--- src/rtl/enc_pos_counter.sv ---
module enc_pos_counter #(
  parameter int W = 16
) (
  input  logic         clk,
  input  logic         rst_n,
  input  logic         step,
  input  logic         step_up,
  input  logic         step_on_b,
  input  logic         step_rise,
  input  logic         marker,
  input  logic         zero_en,
  input  logic         fd_mode,
  input  logic [W-1:0] max_count,
  output logic [W-1:0] count
);

  logic marker_q, armed, aligned, al_b, al_rise;

  wire en_eff   = zero_en & ~fd_mode;
  wire mk_seen  = step_up ? (marker & ~marker_q) : (~marker & marker_q);
  wire want_rise = step_up ? al_rise : ~al_rise;
  wire edge_ok  = ~aligned | ((step_on_b == al_b) & (step_rise == want_rise));
  wire reload   = step & en_eff & armed & edge_ok;

  always_ff @(posedge clk) begin
    if (!rst_n) begin
      count <= '0;
    end else if (reload) begin
      count <= step_up ? '0 : max_count;
    end else if (step) begin
      if (step_up) count <= (count == max_count) ? '0 : count + W'(1);
      else         count <= (count == '0) ? max_count : count - W'(1);
    end
  end

  always_ff @(posedge clk) begin
    if (!rst_n) begin
      marker_q <= 1'b0;
      armed    <= 1'b0;
      aligned  <= 1'b0;
      al_b     <= 1'b0;
      al_rise  <= 1'b0;
    end else begin
      marker_q <= marker;
      if (!en_eff) begin
        armed   <= 1'b0;
        aligned <= 1'b0;
      end else begin
        armed <= mk_seen | (armed & ~reload);
        if (reload && !aligned) begin
          aligned <= 1'b1;
          al_b    <= step_on_b;
          al_rise <= step_up ? step_rise : ~step_rise;
        end
      end
    end
  end

  assert_hold_idle_R1: assert property (@(posedge clk) disable iff (!rst_n)
    !step |=> $stable(count));

  assert_wrap_up_R2: assert property (@(posedge clk) disable iff (!rst_n)
    (step && step_up && !armed && count == max_count) |=> count == '0);

  assert_wrap_down_R3: assert property (@(posedge clk) disable iff (!rst_n)
    (step && !step_up && !armed && count == '0) |=> count == $past(max_count));

  assert_fwd_reload_R7: assert property (@(posedge clk) disable iff (!rst_n)
    (step && step_up && armed && aligned && zero_en && !fd_mode &&
     step_on_b == al_b && step_rise == al_rise) |=> count == '0);

  assert_fd_ignores_R9: assert property (@(posedge clk) disable iff (!rst_n)
    fd_mode |=> !armed && !aligned);

  assert_disable_clears_R10: assert property (@(posedge clk) disable iff (!rst_n)
    !zero_en |=> !armed && !aligned);

endmodule

--- config.mk ---
export PLATFORM = sky130hd
export DESIGN_NAME = enc_pos_counter
export DESIGN_NICKNAME = d
export VERILOG_FILES = /design/src/rtl/enc_pos_counter.sv
export SDC_FILE = /design/constraint.sdc
export NUM_CORES = 1
export LEC_CHECK = 0
export CAP_MARGIN = 0
export CORE_MARGIN = 3
export CORE_UTILIZATION = 52
export CTS_CLUSTER_DIAMETER = 30
export CTS_CLUSTER_SIZE = 12
export DETAILED_ROUTE_END_ITERATION = 6
export PLACE_DENSITY = 0.84
export SLEW_MARGIN = 5
export SYNTH_ARGS = -nofsm -noshare
export SYNTH_HDL_FRONTEND = slang
export SYNTH_SLANG_ARGS = --single-unit
--- constraint.sdc ---
create_clock -name clk -period 3.2 [get_ports clk]
set_input_delay 0.64 -clock clk [delete_from_list [all_inputs] [get_ports clk]]
set_output_delay 0.64 -clock clk [all_outputs]
set_load 0.05 [all_outputs]
### Word-level counts from Yosys, hierarchy flattened

Index checks and enable logic that the tools add are counted.

* register bits: 21
* input bits: 25
* output and inout bits: 16
* logic and storage cells: 43

* add/sub/neg operators: 2
* equality and inequality tests: 3
* mux-type cells: 9
* bitwise operators: 17
* reduce and logical (&&, ||, !) cells: 6

Operators by type and width (number)
* $mux 16: 6
* $add 16x1->16 const B: 1
* $eq 16x16->1: 1
* $logic_not 16->1: 1
* $sub 16x1->16 const B: 1
* $and 1x1->1: 8
* $not 1->1: 7
* $reduce_and 2->1: 2
* $mux 1: 3
* $eq 1x1->1: 2
* $or 1x1->1: 2
* $reduce_bool 2->1: 1
* $logic_and 1x1->1: 1
* $logic_not 1->1: 1

### Depth between registers and ports, before layout

Gate-level depths: netlist of run 1.

* word-level depth: 9
* depth in mapped cells: 10
* depth with buffers taken out: 8

### Worst setup path after synthesis of run 1

Ideal clock, no wire load.

* path type: register to register
* start: reg count[0]
* end: reg count[8]
* library setup time: 122 ps
* data arrival time: 2533 ps
* data required time: 3078 ps
* slack: 545 ps
* cell stages (with the launch flop): 11
* path buffers: 2
* cells stage by stage: dfxtp_1 -> clkbuf_1 -> inv_1 -> ha_1 -> or4b_2 -> clkbuf_1 -> nor4_1 -> xnor2_1 -> o32ai_1 -> a221oi_1 -> nor2_1

* cells in the longest elaborated chain, start to end: 5

RTL lines
* from (decl): line 14 `output logic [W-1:0] count`
* from (signal assigned): line 29 `count <= step_up ? '0 : max_count;`
* from (signal assigned): line 31 `if (step_up) count <= (count == max_count) ? '0 : count + W'(1);`
* from (signal assigned): line 32 `else count <= (count == '0) ? max_count : count - W'(1);`
* $sub 16x1->16 (tied with other cells): line 32
* $mux 16, on equally long branches: line 32, 31
* $mux 16 (*): line 31
* $mux 16 (*): line 30 `end else if (step) begin`
* $mux 16 (*): line 28 `end else if (reload) begin`

Mark *: on every way between the ends. The rest lies on a longest branch, timed or not. The select of a mux whose other input is x is not followed.
A chain may end at the register's enable or synchronous reset.

### Worst setup path after layout of run 1

* start: reg count[13]
* end: reg count[2]

* cells in the longest elaborated chain, start to end: 5

RTL lines (line)
* $eq 16x16->1 or $logic_not 16->1 (tied branches): 31, 32
* $mux 16, on equally long branches: 31, 32
* $mux 16 (*): 31
* $mux 16 (*): 30
* $mux 16 (*): 28

Marks and branches as above.

==> impl_metrics.json, run 1 <==
{
  "p_per_area_nw_per_um2": 537,
  "cts_resized": 0,
  "yosysWarnings": 0,
  "status": "finished, final reports clean",
  "die_y_um": 68.7,
  "synth_area_leaders": "dfxtp_1, xnor2_1, nor2_1, a21oi_1, nand3_1",
  "synth-edff-count": 0,
  "ys_seq_area_share_pct": 20.5,
  "ir_worst_vdd_mv": 0.271,
  "leakagePower_nw": 0.867,
  "setup_ws_ns": 0.544,
  "synth_flop_cell": "dfxtp_1",
  "syn_to_final_growth_pct": 24.0,
  "start_util_pct": 55.1,
  "finalSetupViolations": 0,
  "drc": 0,
  "syn_area_per_cell_um2": 7.21,
  "routed_wl_um": 6300,
  "rows": 22,
  "end_kind": "flip-flop",
  "htree_levels": 1,
  "post-place-ws_ns": 0.445,
  "worst_pin_slew_ns": 0.686,
  "worstSkewPairLatency_ns": 0.27,
  "worst_setup_path_start_kind": "flip-flop",
  "final_nets": 346,
  "path_cells": "or4_4 -> or4_1 -> nor2_1 -> nor2_1 -> o211ai_1 -> o211ai_1",
  "via_per_inst": 6.54,
  "path_clk_slew_ns": 0.09,
  "die-area_um2": 4730,
  "cts_root_buffer": "clkbuf_8",
  "antenna_found_initial": 0,
  "max_freq_ghz": 0.377,
  "postLayoutCoreUtil_pct": 68.3,
  "cp_max_fo": 10,
  "fin_area_um2": 2540,
  "cp.arrival_ns": 2.81,
  "wl_per_cell_um": 17.3,
  "grt-ovfl-total": 0,
  "synth_area_leader_cell": "dfxtp_1",
  "crit_type": "flip-flop to flip-flop",
  "portBuffers": 40,
  "synth-async-reset-ratio_pct": 0,
  "grt_max_degree": 23,
  "detail_route.first_pass.iterations": 5,
  "num_antenna_cells": 0,
  "fin_crit_sh_pct": 83.0,
  "finClkSkew_ns": 0.00748,
  "maxCapViolations": 0,
  "core_area_um2": 3720,
  "whs_ns": 0.496,
  "clkSinkCount": 21,
  "fin_setup_tns_ns": 0,
  "syn_nets": 312,
  "cts.path.max_buffers": 2,
  "cpLargestDelayFamily": "simple AND/OR/NAND/NOR gates",
  "synth_cell_type_count": 54,
  "grt_pass1_wl_um": 10100,
  "grt_pass1_vias": 2070,
  "crit_slowest_cell": "or4_1",
  "hold_violations": 0,
  "grt_use_total_pct": 28.2,
  "postCtsSetupBuffers": 0,
  "gp_congestion": 0.979,
  "route.vias.total": 2388,
  "slew-limit-headroom_pct": 53.9,
  "ys_ff_latch": 21,
  "placed_area_um2": 2490,
  "cts_hold_buffers": 0,
  "cp.required_ns": 3.35,
  "rsz0062_at_grt": "false",
  "worstPathBufferInverterCount": 0,
  "drt_iter0_drc": 303,
  "cts_tree": "yes",
  "dp_hpwl_um": 4540,
  "antenna_left": 0,
  "die-width_um": 68.7,
  "cts-buffers-inserted": 3,
  "hold_class": "flip-flop to flip-flop",
  "synth_area_um2": 2050,
  "post-synth-top-area-fraction_pct": 20.5,
  "syn_inst": 284,
  "io_pins": 41,
  "critPathMaxStageDelay_ns": 0.64,
  "drv_slew": 0,
  "drive_gt1_share_pct": 7.57,
  "post-route-min-period_ns": 2.66
}
cell usage after synthesis, drive strengths merged, types with 2 or more instances:
library cell  instances
a31oi                 5
or4                   3
xor2                  3
nand2b                3
a21o                  2
o221a                 2
o21ai                13
or2                   2
a221oi                6
a21boi                2
or3                   2
nor4                  6
a21oi                17
xnor2                32
dfxtp                21
a22oi                 2
o31a                  2
ha                    3
o32ai                 3
o41ai                 3
nor2b                 5
nor3                 12
and2                  2
nand4                10
nand3                16
nor2                 29
buf                   7
clkbuf               18
nand2                19
o221ai                4
inv                  10
o211ai                6
per-layer routing:
metal  track usage [%]  routed length, µm  vias to the layer above  part of all wire [%]
met3              5.19                779                       31                    12
met1              39.9               2610                     1062                    41
li1                  -                  -                     1106                     -
met5                 0                  0                        -                     0
met2              41.8               2670                      189                    42
met4              10.9                233                        0                   3.7
layout make-up:
class	count	area [µm²]
multi-input combinational	227	1470
fill	331	1180
timing repair buffer	54	505
sequential	21	420
tap	48	60.1
clock buffer	4	45.0
inverter	11	41.3
cell families after synthesis:
logic type      after synthesis  share of synthesized area (%)
compound gates               74                           25.2
xor+xnor                     36                           16.1
fa+ha+maj                     3                           1.83
buf+inv                      36                           7.82
flops                        21                           20.5
mux                           2                           1.04
simple gates                112                           27.4
stage by stage:
step | total power [mW] | instances
final | 1.36 | 365
after global routing | 1.44 | 365
after CTS | 1.35 | 365
after detailed placement | 1.16 | 361
after global placement | 1.15 | 361
after floorplan | 0.948 | 284
placed cells by master (no fill, tap or decap), types with 3 or more instances in the layout:
cell type,instances
a21oi_1,17
a221oi_1,6
a31oi_1,5
buf_4,14
clkbuf_8,3
clkdlybuf4s50_1,40
dfxtp_1,21
ha_1,3
inv_1,10
nand2_1,19
nand2b_1,3
nand3_1,16
nand4_1,10
nor2_1,29
nor2b_1,5
nor3_1,12
nor4_1,6
o211ai_1,6
o21ai_0,12
o221ai_1,4
o32ai_1,3
o41ai_1,3
xnor2_1,32
xor2_1,3
flip-flops by register name, summed over array words and instances (netlist names):
signal,flops
al_b,1
al_rise,1
aligned,1
armed,1
count,16
marker_q,1
worst register-to-register path: cells and delay by family (launching register included):
family | cells | cell delay [ns]
and+or+nand+nor | 4 | 1.80
AOI/OAI and AO/OA | 2 | 0.33
DFF | 1 | 0.42
final timing paths:
kind | startpoint | endpoint | slack (ns) | cells past startpoint
min reg2reg | al_rise | al_rise | 0.50 | 2
max | count[13] | count[2] | 0.54 | 6
max reg2reg | count[13] | count[2] | 0.54 | 6
min | al_rise | al_rise | 0.50 | 2
where the power goes:
| group | internal, mW | total [mW] | switching [mW] |
|---|---|---|---|
| sequential | 0.293 | 0.352 | 0.0583 |
| combinational | 0.325 | 0.827 | 0.502 |
| clock | 0.0891 | 0.185 | 0.0957 |
| total | 0.707 | 1.36 | 0.656 |
(Power assumes the default switching activity.)
==> run 2, diff against run 1 <==
Settings changed: CORE_UTILIZATION 52 to 47, PLACE_DENSITY 0.84 to 0.8.
Clock period 3.2 ns to 2.15 ns, I/O delays scaled along.
==> run 2 against run 1 <==
  * The flow now finishes with violations (negative setup slack)
  * Maximum frequency is 22% higher
  * Die area is 9.7% higher
  * Clock power is 55% higher
  * Routed wire length is 18% higher
  * Worst hold slack worse by 0.00071 ns
  * Global-route usage is 0.43 points higher
  * Setup slack worse by 0.57 ns
  * Via count is 8.3% higher
  * Critical path type unchanged
  * Highest routed layer unchanged
==> impl_metrics.json, run 2 (synthesis gave the netlist of run 1 again) <==
{
  "antenna_found_initial": 0,
  "ir_worst_vdd_mv": 0.498,
  "cts_tree": "yes",
  "combPwrFrac_pct": 69.5,
  "largest_reg_flops": 16,
  "finClkSkew_ns": 0.00437,
  "pwr-share-seq_pct": 19.2,
  "die-width_um": 72.0,
  "drive_gt1_share_pct": 30.5,
  "syn_to_final_growth_pct": 52.5,
  "hold_class": "flip-flop to flip-flop",
  "worst_setup_path_start_kind": "flip-flop",
  "grt-ovfl-total": 0,
  "violations": "negative setup slack",
  "hold_violations": 0,
  "worstSkewPairLatency_ns": 0.27,
  "gp_congestion": 0.957,
  "grt_pass1_wl_um": 11900,
  "crit_type": "flip-flop to flip-flop",
  "hold-path-cell-count": 2,
  "cts.path.max_buffers": 2,
  "route.vias.total": 2586,
  "antenna_left": 0,
  "cp_max_fo": 4,
  "grt_max_degree": 20,
  "pwr-share-clk_pct": 11.2,
  "via_per_inst": 6.16,
  "die-area_um2": 5180,
  "grt_pass1_vias": 2439,
  "portBuffers": 40,
  "drv_slew": 0,
  "cts-buffers-inserted": 3,
  "detail_route.first_pass.iterations": 5,
  "dp_hpwl_um": 5420,
  "end_kind": "flip-flop",
  "wl_per_cell_um": 17.8,
  "fillers": 308,
  "final_nets": 399,
  "cpLargestDelayFamily": "simple AND/OR/NAND/NOR gates",
  "htree_levels": 1,
  "drc": 0,
  "clkSinkCount": 21,
  "path_cells": "or4_4 -> or4_4 -> or3_1 -> o311ai_1 -> o21ai_1 -> o211a_1",
  "rows": 23,
  "crit_slowest_cell": "or4_4",
  "num_antenna_cells": 0,
  "path_clk_slew_ns": 0.09,
  "drt_iter0_drc": 295,
  "worst_pin_slew_ns": 0.514,
  "fin_crit_sh_pct": 101,
  "cp.arrival_ns": 2.35,
  "whs_ns": 0.495,
  "critPathMaxStageDelay_ns": 0.52,
  "crit_top_cell": "or4_4",
  "top_register": "count",
  "io_pins": 41,
  "cp.required_ns": 2.32,
  "postLayoutCoreUtil_pct": 76.4,
  "final_common_cell": "buf_4",
  "rsz0062_at_grt": "true",
  "status": "finished with violations",
  "routed_wl_um": 7460,
  "cts_root_buffer": "clkbuf_8",
  "die_y_um": 72.0,
  "setup_ws_ns": -0.0309,
  "start_util_pct": 50.1,
  "core_area_um2": 4090,
  "finalSetupViolations": 2,
  "max_freq_ghz": 0.459,
  "worstPathBufferInverterCount": 0,
  "swShare_pct": 45.0,
  "maxCapViolations": 0,
  "internal-power_mw": 1.40,
  "final_cell_mix": "buf_4, clkdlybuf4s50_1, xnor2_1",
  "r2r_setup_slack_ns": -0.03,
  "slew-limit-headroom_pct": 65.7,
  "cts_hold_buffers": 0,
  "leakagePower_nw": 1.23,
  "cp.depth": 6,
  "p_per_area_nw_per_um2": 817,
  "r2r_cells": 6,
  "p_switching_mw": 1.15,
  "post-route-min-period_ns": 2.18,
  "grt_use_total_pct": 28.6
}
==> run 2: cell types whose count changed in the layout (fill, tap and decap cells not counted), moves of 3 or more <==
cell / previous run / this run
dfxtp_4: 0 / 5
dlymetal6s2s_1: 0 / 6
dfxtp_2: 0 / 11
dfxtp_1: 21 / 5
buf_4: 14 / 65
xnor2_1: 32 / 29
clkdlybuf4s50_1: 40 / 34
nor2_1: 29 / 26
xnor2_2: 0 / 3
nor4_1: 6 / 3
==> run 2: cell type report <==
cell class	instances	area [µm²]	area share, %
Sequential cell	21	453	14.5
Timing Repair Buffer	107	926	29.7
Inverter	11	41.3	1.32
Multi-Input combinational cell	227	1590	51.1
Tap cell	50	62.6	2.00
Clock buffer	4	45.0	1.44
==> run 2: final timing paths <==
path | startpoint | end
worst max-delay path | count[13] | count[12]
worst min-delay path | al_rise | al_rise
worst max register to register | count[13] | count[12]
worst min register to register | al_rise | al_rise
==> run 2: worst min-delay path: cells and delay by family, from the launching register on <==
kind | cells | cell delay, ns
AO/OA/AOI/OAI | 2 | 0.14
flip-flops | 1 | 0.32
==> run 2: power by group through the flow <==
stage | Sequential [mW] | Combinational (mW) | Clock (mW)
after floorplan | 0.649 | 0.819 | 0
final | 0.490 | 1.77 | 0.287
after global placement | 0.490 | 1.54 | 0
after detailed placement | 0.493 | 1.56 | 0
after CTS | 0.486 | 1.64 | 0.289
after global routing | 0.495 | 1.88 | 0.307
==> run 2: routing by layer <==
layer / part of all wire, % / track usage, % / vias to the layer above
met5: 0 / 0 / -
met4: 2.2 / 10.0 / 0
met3: 11 / 4.57 / 25
met2: 47 / 45.3 / 178
met1: 40 / 39.4 / 1173
li1: - / - / 1210
==> run 2: what timing repair did <==
| action | 4_1_cts | 5_1_grt |
|---|---|---|
| resized for setup | 10 | 19 |
| pin swaps | 2 | 12 |
| setup buffers | 0 | 3 |
| setup endpoints to repair | 13 | 15 |
==> run 2: metrics by stage <==
stage / setup WS, ns / TNS, ns / cell area, µm² / cells / power [mW]
6_report: -0.0309 / -0.0326 / 3120 / 420 / 2.55
5_1_grt: -0.104 / -0.459 / 3120 / 420 / 2.68
4_1_cts: -0.0144 / -0.0157 / 3020 / 417 / 2.41
3_5_place_dp: -0.387 / -3.58 / 2930 / 413 / 2.06
3_3_place_gp: -0.319 / -2.96 / 2930 / 413 / 2.03
2_1_floorplan: -0.303 / -2.64 / 2140 / 284 / 1.47
